`src/rtl/intc_pkg.sv`:
```
package intc_pkg;
    localparam int REG_ADDR_W = 4;
    localparam int ACK_IDX_W  = 4;

    typedef enum logic [1:0] {
        ACC_BYTE  = 2'd0,
        ACC_HALF  = 2'd1,
        ACC_WORD  = 2'd2,
        ACC_DWORD = 2'd3
    } acc_size_e;

    localparam logic [REG_ADDR_W-1:0] OFS_P_STAT = 4'h0;
    localparam logic [REG_ADDR_W-1:0] OFS_P_MASK = 4'h1;
    localparam logic [REG_ADDR_W-1:0] OFS_P_ACK  = 4'h2;
    localparam logic [REG_ADDR_W-1:0] OFS_S_STAT = 4'h4;
    localparam logic [REG_ADDR_W-1:0] OFS_S_MASK = 4'h5;
    localparam logic [REG_ADDR_W-1:0] OFS_S_ACK  = 4'h6;

    typedef enum logic {
        LINE_QUIET  = 1'b0,
        LINE_RAISED = 1'b1
    } line_state_e;
endpackage

```
`src/rtl/intc_mask.sv`:
```
// Byte-wide mask register; INVERT picks whether the written byte is stored
// complemented (primary) or verbatim (secondary stub).
module intc_mask #(
    parameter int NSRC   = 8,
    parameter bit INVERT = 1'b0
) (
    input  logic            clk,
    input  logic            rst_n,
    input  logic            we,
    input  logic [7:0]      wdata,
    output logic [NSRC-1:0] mask_d,
    output logic [NSRC-1:0] mask_q,
    output logic [7:0]      raw_q
);
    logic [NSRC-1:0] stored;

    generate
        if (INVERT) begin : g_inv
            assign stored = ~wdata[NSRC-1:0];
            assign raw_q  = 8'(~mask_q) | ~8'((1 << NSRC) - 1);
        end else begin : g_plain
            assign stored = wdata[NSRC-1:0];
            assign raw_q  = 8'(mask_q);
        end
    endgenerate

    always_comb begin
        mask_d = we ? stored : mask_q;
    end

    always_ff @(posedge clk) begin
        if (!rst_n) mask_q <= '0;
        else        mask_q <= mask_d;
    end
endmodule

```
`src/rtl/intc_pending.sv`:
```
module intc_pending #(
    parameter int NSRC = 8
) (
    input  logic                           clk,
    input  logic                           rst_n,
    input  logic [NSRC-1:0]                set_i,
    input  logic [NSRC-1:0]                clr_i,
    input  logic                           ack_we,
    input  logic [intc_pkg::ACK_IDX_W-1:0] ack_idx,
    output logic [NSRC-1:0]                pend_d,
    output logic [NSRC-1:0]                pend_q
);
    logic [NSRC-1:0] ack_vec;

    always_comb begin
        for (int i = 0; i < NSRC; i++) begin
            ack_vec[i] = ack_we && (int'(ack_idx) == i);
        end
        pend_d = (pend_q | set_i) & ~clr_i & ~ack_vec;
    end

    always_ff @(posedge clk) begin
        if (!rst_n) pend_q <= '0;
        else        pend_q <= pend_d;
    end


    ack_high_idx_chk: assert property (@(posedge clk) disable iff (!rst_n)
        (ack_we && int'(ack_idx) >= NSRC && set_i == '0 && clr_i == '0)
        |=> pend_q == $past(pend_q));


    set_lands_chk: assert property (@(posedge clk) disable iff (!rst_n)
        (|(set_i & ~clr_i) && !ack_we)
        |=> (pend_q & $past(set_i & ~clr_i)) == $past(set_i & ~clr_i));


    clr_wins_chk: assert property (@(posedge clk) disable iff (!rst_n)
        (|clr_i) |=> (pend_q & $past(clr_i)) == '0);
endmodule

```
`src/rtl/intc_line_fsm.sv`:
```
module intc_line_fsm (
    input  logic clk,
    input  logic rst_n,
    input  logic hit_d,
    output logic irq_o
);
    import intc_pkg::*;

    line_state_e state_q, state_d;

    always_comb begin
        state_d = state_q;
        unique case (state_q)
            LINE_QUIET:  if (hit_d)  state_d = LINE_RAISED;
            LINE_RAISED: if (!hit_d) state_d = LINE_QUIET;
        endcase
    end

    always_ff @(posedge clk) begin
        if (!rst_n) state_q <= LINE_QUIET;
        else        state_q <= state_d;
    end

    always_comb begin
        irq_o = (state_q == LINE_RAISED);
    end
endmodule

```
`src/rtl/intc_rd.sv`:
```
module intc_rd #(
    parameter int NSRC   = 8,
    parameter int DATA_W = 64
) (
    input  logic                            clk,
    input  logic                            rst_n,
    input  logic                            rd_i,
    input  logic [intc_pkg::REG_ADDR_W-1:0] addr_i,
    input  logic [1:0]                      size_i,
    input  logic [NSRC-1:0]                 pend_i,
    input  logic [7:0]                      p_raw_i,
    input  logic [7:0]                      s_raw_i,
    output logic [DATA_W-1:0]               rd_data_o,
    output logic                            rd_err_o
);
    import intc_pkg::*;

    logic [DATA_W-1:0] data_d;
    logic              err_d;
    acc_size_e         sz;

    assign sz = acc_size_e'(size_i);

    always_comb begin
        data_d = '0;
        err_d  = 1'b0;
        if (rd_i) begin
            unique case (sz)
                ACC_BYTE: begin
                    if (addr_i == OFS_P_STAT)      data_d = DATA_W'(pend_i);
                    else if (addr_i == OFS_P_MASK) data_d = DATA_W'(p_raw_i);
                    else if (addr_i == OFS_S_MASK) data_d = DATA_W'(s_raw_i);
                end
                ACC_DWORD: begin
                    if (addr_i == OFS_P_STAT) data_d = DATA_W'(pend_i);
                    else                      err_d  = 1'b1;
                end
                ACC_HALF, ACC_WORD: err_d = 1'b1;
            endcase
        end
    end

    always_ff @(posedge clk) begin
        if (!rst_n) begin
            rd_data_o <= '0;
            rd_err_o  <= 1'b0;
        end else begin
            rd_data_o <= data_d;
            rd_err_o  <= err_d;
        end
    end


    bad_width_chk: assert property (@(posedge clk) disable iff (!rst_n)
        (rd_i && (size_i == 2'd1 || size_i == 2'd2)) |=> (rd_err_o && rd_data_o == '0));


    sec_status_zero_chk: assert property (@(posedge clk) disable iff (!rst_n)
        (rd_i && size_i == 2'd0 && addr_i == OFS_S_STAT) |=> (rd_data_o == '0 && !rd_err_o));


    dword_ok_chk: assert property (@(posedge clk) disable iff (!rst_n)
        (rd_i && size_i == 2'd3 && addr_i == OFS_P_STAT)
        |=> (!rd_err_o && rd_data_o[DATA_W-1:NSRC] == '0));
endmodule

```
`src/rtl/intc_regs.sv`:
```
module intc_regs #(
    parameter int NSRC   = 8,
    parameter int DATA_W = 64
) (
    input  logic                            clk,
    input  logic                            rst_n,
    input  logic [intc_pkg::REG_ADDR_W-1:0] bus_addr,
    input  logic [1:0]                      bus_size,
    input  logic                            bus_rd,
    input  logic                            bus_wr,
    input  logic [7:0]                      bus_wdata,
    input  logic [NSRC-1:0]                 dev_set,
    input  logic [NSRC-1:0]                 dev_clr,
    output logic [DATA_W-1:0]               rd_data,
    output logic                            rd_err,
    output logic                            irq_o
);
    import intc_pkg::*;

    logic            wr_byte, p_mask_we, s_mask_we, p_ack_we;
    logic [NSRC-1:0] pend_d, pend_q, en_d, en_q, s_d, s_q;
    logic [7:0]      p_raw, s_raw;

    always_comb begin
        wr_byte   = bus_wr && (bus_size == 2'(ACC_BYTE));
        p_mask_we = wr_byte && (bus_addr == OFS_P_MASK);
        s_mask_we = wr_byte && (bus_addr == OFS_S_MASK);
        p_ack_we  = wr_byte && (bus_addr == OFS_P_ACK);
    end

    intc_mask #(.NSRC(NSRC), .INVERT(1'b1)) u_pmask (
        .clk(clk), .rst_n(rst_n), .we(p_mask_we), .wdata(bus_wdata),
        .mask_d(en_d), .mask_q(en_q), .raw_q(p_raw)
    );

    intc_mask #(.NSRC(NSRC), .INVERT(1'b0)) u_smask (
        .clk(clk), .rst_n(rst_n), .we(s_mask_we), .wdata(bus_wdata),
        .mask_d(s_d), .mask_q(s_q), .raw_q(s_raw)
    );

    intc_pending #(.NSRC(NSRC)) u_pend (
        .clk(clk), .rst_n(rst_n), .set_i(dev_set), .clr_i(dev_clr),
        .ack_we(p_ack_we), .ack_idx(bus_wdata[ACK_IDX_W-1:0]),
        .pend_d(pend_d), .pend_q(pend_q)
    );

    intc_line_fsm u_line (
        .clk(clk), .rst_n(rst_n), .hit_d(|(pend_d & en_d)), .irq_o(irq_o)
    );

    intc_rd #(.NSRC(NSRC), .DATA_W(DATA_W)) u_rd (
        .clk(clk), .rst_n(rst_n), .rd_i(bus_rd), .addr_i(bus_addr),
        .size_i(bus_size), .pend_i(pend_q), .p_raw_i(p_raw), .s_raw_i(s_raw),
        .rd_data_o(rd_data), .rd_err_o(rd_err)
    );


    line_match_chk: assert property (@(posedge clk) disable iff (!rst_n)
        irq_o == |(pend_q & en_q));


    irq_rise_cause_chk: assert property (@(posedge clk) disable iff (!rst_n)
        $rose(irq_o) |-> $past(|dev_set || p_mask_we));


    sec_mask_isolated_chk: assert property (@(posedge clk) disable iff (!rst_n)
        (s_mask_we && dev_set == '0 && dev_clr == '0) |=> $stable(irq_o));


    sec_mask_kept_chk: assert property (@(posedge clk) disable iff (!rst_n)
        !$past(s_mask_we) |-> s_q == $past(s_q));


    en_unchanged_chk: assert property (@(posedge clk) disable iff (!rst_n)
        !p_mask_we |=> $stable(en_q));


    reset_quiet_chk: assert property (@(posedge clk)
        !rst_n |=> (pend_q == '0 && en_q == '0 && !irq_o));

    logic unused_sd;
    assign unused_sd = ^s_d;
endmodule

```
`config.mk`:
```
export PLATFORM = sky130hd
export DESIGN_NAME = intc_regs
export DESIGN_NICKNAME = d
export VERILOG_FILES = /design/src/rtl/intc_pkg.sv /design/src/rtl/intc_mask.sv /design/src/rtl/intc_pending.sv /design/src/rtl/intc_line_fsm.sv /design/src/rtl/intc_rd.sv /design/src/rtl/intc_regs.sv
export SDC_FILE = /design/constraint.sdc
export NUM_CORES = 1
export LEC_CHECK = 0
export ABC_AREA = 1
export BUFFER_PORTS_ARGS = -buffer_cell sky130_fd_sc_hd__buf_2
export CAP_MARGIN = 20
export CORE_ASPECT_RATIO = 0.75
export CORE_MARGIN = 5
export CORE_UTILIZATION = 40
export DETAILED_ROUTE_END_ITERATION = 12
export GPL_TIMING_DRIVEN = 0
export PLACE_DENSITY = 0.74
export RECOVER_POWER = 50
export SLEW_MARGIN = 20
export SYNTH_ARGS = -nofsm -noshare
export SYNTH_HDL_FRONTEND = slang
export SYNTH_SLANG_ARGS = --single-unit
```
`constraint.sdc`:
```
create_clock -name clk -period 1.19 [get_ports clk]
set_input_delay 0.0595 -clock clk [delete_from_list [all_inputs] [get_ports clk]]
set_output_delay 0.0595 -clock clk [all_outputs]
set_load 0.01 [all_outputs]
```
# After elaboration in Yosys (flattened, before gate mapping)
# Index checks and enable logic that the tools add are counted.
# totals
regBits	90
in_bits	34
output_inout_bits	66
word_cells	54
# op_classes
eq_ne	13
n_mux	9
bitwise_logic	8
reduce_logical	18
# ops
operator	n
$mux W64	2
$pmux W64 S2	1
$not A8 Y8	4
$and A8 B8 Y8	3
$mux W8	3
$eq A4 B4 Y1 const B	4
$eq A4 B3 Y1 const B	3
$logic_and A1 B1 Y1	12
$eq A4 B2 Y1 const B	2
$logic_not A4 Y1	2
$or A8 B8 Y8	1
$reduce_or A8 Y1	1
$eq A2 B2 Y1 const B	2
$eq A4 B1 Y1 const B	1
$eq A2 B1 Y1 const B	1
$logic_not A2 Y1	1
$mux W1	2
$pmux W1 S2	1
$reduce_and A2 Y1	1
$reduce_or A2 Y1	1

# Logic depth before layout (Yosys ltp)
# logic_depth
ltp_word	9
depth_mapped	12
mapped_depth_nobuf	11

# Hierarchy
# Synthesis repeated with hierarchy kept, for this count alone.
# hier_totals
cells_unflattened	364
hier_area_um2	2332.2
# modules_own_cells
module	instances	cells_each	area_per_inst_um2	seq_area_each_um2
intc_rd	1	142	1018.5	180.2
intc_mask (u_smask)	1	75	454.2	160.2
intc_pending	1	67	389.1	160.2
intc_mask (u_pmask)	1	50	335.3	160.2
intc_regs	1	27	107.6	0.0
intc_line_fsm	1	3	27.5	20.0

# Worst setup path after synthesis
# Ideal clock, no wire load.
# synth_path
path_type	in2reg
startpoint	in bus_size[0]
endpoint	reg u_line.state_q (netlist: u_line.irq_o)
setup_time_ns	0.132
arrival_time_ns	1.092
t_required_ns	1.058
setup_slack_ns	-0.034
path_stages	12
n_path_buf	1
path_cell_list	inv_1 -> ha_1 -> buf_6 -> nand2_2 -> inv_4 -> nand3_4 -> nor2_1 -> nor2_1 -> nand2_1 -> nand2_1 -> nor2_1 -> a21oi_1
# synth_between
elab_chain_cells	9
elab_cells_between_ends	18
cone_classes	mux (2); bitwise (3); reduce/logical (13)
# synth_lines
item	line_no	rtl
start, declared	intc_regs.sv:8	input logic [1:0] bus_size,
$logic_not A2 Y1 (*)	intc_regs.sv:25	wr_byte = bus_wr && (bus_size == 2'(ACC_BYTE));
$logic_and A1 B1 Y1 (*)	intc_regs.sv:25	
$logic_and A1 B1 Y1	intc_regs.sv:28	p_ack_we = wr_byte && (bus_addr == OFS_P_ACK);
$logic_and A1 B1 Y1	intc_pending.sv:17	ack_vec[i] = ack_we && (int'(ack_idx) == i);
$not A8 Y8	intc_pending.sv:19	pend_d = (pend_q | set_i) & ~clr_i & ~ack_vec;
$and A8 B8 Y8	intc_pending.sv:19	
$and A8 B8 Y8 (*)	intc_regs.sv:48	.clk(clk), .rst_n(rst_n), .hit_d(|(pend_d & en_d)), .irq_o(irq_o)
$reduce_or A8 Y1 (*)	intc_regs.sv:48	
$mux W1 (*)	intc_line_fsm.sv:14, intc_line_fsm.sv:15	
end signal, assigned	intc_line_fsm.sv:21	else state_q <= state_d;
end, declared	intc_line_fsm.sv:9	line_state_e state_q, state_d;
# Mark *: on every way between the ends. The rest lies on a longest branch, timed or not.
# A chain may end at the register's enable or synchronous reset.

# Final worst setup path
# Same ends and word-level chain as after synthesis.

==> run metrics <==
status=finished clean; post-layout instance area=0.002738 mm^2; total gr overflow=0; multiplexer share of the synthesized area=0%; CTS clk-pin slew, worst paths=70 ps; root buf cell=clkbuf_8; Post-Place Cells=428; post-route insts no fill=441; Die Wd=92.35 um; CTS Buf Count=5; clock sink count=34; Peak Freq=885.7 MHz; Die Ht=71.76 um; 1st-pass router iterations=4; switching share of power=25.18%; commonest cells after routing, fill and taps aside=buf_4, conb_1, nand2_1; CP Depth=12; Slew Viols, Final=0; clk_skew=4.119 ps; Tot GR Track Use=13.61%; post-synthesis instance area=0.002034 mm^2; global placement routability congestion=0.8591; Synthesis Warnings=0; CP Launch Type=input port; synth unique cells=28; CTS HTree Levels=2; Synth area leaders=dfxtp_1, buf_4, nand2_1; internal power=1966 uW; crit path max fanout=8; clock latency on the worst-skew pair=280 ps; hpwl dp=3880 um; CTS max path bufs=2; Worst Setup End Kind=flip-flop; final setup vio count=0; CP Class=in -> reg; first-pass GRT wire length=7362 um; Sw Pwr=661.6 uW; Starting Density=41.52%; fin crit period=1129 ps; Clock power frac=37.3%; Crit path required time=1340 ps; Leakage=0.001376 uW; DRC errors left=0; initial drt markers=84; number of global-route vias before repair=1680; PortBufs=42; Buf/Inv on CP=3; CORE AREA=0.004900 mm^2; Worst Hold Class=in -> reg; TritonCTS clock tree=built; routed wire length=4641 um; diodes inserted=0; routed len/inst=10.52 um; final core occ=55.87%; Hold Violations, Final=0; Yosys reg bits=34; Placed Area=0.002561 mm^2; post-synthesis xor/xnor area fraction=0%; hold_buf cts=0; share of cells above drive strength 1=34.12%; Seq/Total Area, Yosys=33.46%; Layout fillers=462; die area=0.006627 mm^2; antenna violations before repair=0; cell count of the worst hold path=3; CP peak stage delay=210 ps; largest family of logic cells by synthesized area=buffers and inverters; post-synthesis adder-cell area fraction=1.845%; Max-Cap Viols=0; PD cells=959.7 mW/mm^2; Slowest-stage cell, CP=nand3_4; most common cell after layout, fill and taps aside=buf_4; Synth Area in Compound Gates=14.94%; Critical Path AT=1280 ps; Peak VDD IR=0.3487 mV; largest net degree at the start of global routing=11; Comb pwr share=18.3%; Synth area leader=dfxtp_1; CP Cell Sequence=buf_2 > inv_2 > ha_4 > nand2_4 > inv_6 > nand3_4 > nor2_4 > nor2_1 > nand2_1 > nand2_1 > nor2_1 > a21oi_1; Avg Cell Area, Syn=7.507 um^2; worst hold slack=63.35 ps; nets=417; IO Pins=100; simple-gate area share of the yosys netlist=22.94%; DR vias/cell=4.107; Post-Syn Instances=271; area share of the largest cell type after synthesis=33.46%; Crit path max-delay family=simple AND/OR/NAND/NOR gates; Area Growth Syn to Fin=34.56%; period utilization=94.88%; DRT antenna net count=0; Core Rows=22; Reg power frac=44.4%; Reg2Reg Depth=6; Via Count=1811
[stage by stage]
step           setup TNS, ps  total power [uW]  setup slack, ps
4_1_cts                    0              2618           0.5072
3_5_place_dp           -1754              1647           -303.6
2_1_floorplan              0              1542            1.618
6_report                   0              2627            60.95
3_3_place_gp           -1401              1638           -279.6
5_1_grt               -20.78              2754           -20.78
[synthesized netlist by cell type]
cell type and count:
a21oi_1 17, a22oi_1 8, buf_1 2, buf_2 2, buf_4 56, buf_6 1, clkinv_1 1, conb_1 1
dfxtp_1 34, ha_1 3, inv_1 21, inv_2 1, inv_4 1, nand2_1 35, nand2_2 1, nand2_4 2
nand3_1 12, nand3_4 1, nand4_2 1, nor2_1 30, nor2_2 3, nor2_4 3, nor3_1 9, o21ai_0 8
o21ai_2 1, o21bai_1 8, o22ai_1 8, or2_2 1
[cells by family (layout without fill, tap and decap cells)]
logic type / Yosys count / in the layout
other cells: 1 / 56
fa+ha+maj: 3 / 3
buf+inv: 85 / 140
flops: 34 / 34
simple gates: 98 / 98
compound gates: 50 / 50
[worst paths after layout]
kind / start / end / slack, ps
setup / recovery: bus_size[0] / u_line.irq_o / 60
hold / removal: bus_rd / u_rd.rd_err_o / 60
hold reg to reg: u_smask.mask_q[7] / u_smask.mask_q[7] / 460
setup reg to reg: u_pend.pend_q[2] / u_line.irq_o / 160
[metal layers]
| metal | vias to the layer above | global-route usage, % | wire (um) | share of wire (%) |
|---|---|---|---|---|
| met5 | - | 0 | 0 | 0 |
| met2 | 64 | 20.42 | 2037 | 44 |
| met3 | 9 | 3.463 | 268 | 5.8 |
| met4 | 0 | 4.448 | 68 | 1.5 |
| li1 | 989 | - | - | - |
| met1 | 749 | 19.06 | 2267 | 49 |
[flip-flops by register name (all words and copies together) (netlist names)]
| name | cells |
|---|---|
| u_rd.rd_err_o | 1 |
| u_rd.rd_data_o | 8 |
| u_pend.pend_q | 8 |
| u_pmask.mask_q | 8 |
| u_smask.mask_q | 8 |
| u_line.irq_o | 1 |
[power groups by stage]
stage	clock, uW	sequential (uW)	combinational [uW]
after global placement	0	1190	447
after CTS	996	1170	457
after floorplan	0	1190	351
after global routing	1050	1170	535
after detailed placement	0	1190	456
final	981	1170	481
[worst reg2reg max path: cells and delay by family (launching register included)]
| kind | cells | cell delay, ps |
|---|---|---|
| flip-flops | 1 | 310 |
| AND/OR/NAND/NOR | 4 | 300 |
| AO/OA/AOI/OAI | 2 | 290 |
[area by class of cell]
| cell class | count | area (um^2) | area share [%] |
|---|---|---|---|
| multi-input cells | 207 | 1096 | 40.04 |
| flip-flops and latches | 34 | 680.7 | 24.86 |
| plain buffers | 60 | 437.9 | 16.00 |
| repair buffers | 48 | 242.7 | 8.867 |
| clock buffers | 8 | 110.1 | 4.022 |
| inverters | 24 | 95.09 | 3.473 |
| well taps | 60 | 75.07 | 2.742 |
[what timing repair did]
action,4_1_cts,5_1_grt
pin swaps,0,6
setup buffers,0,6
resized for setup,1,9
endpoints found under the setup margin,1,3
Power figures use the tool's default switching activity.
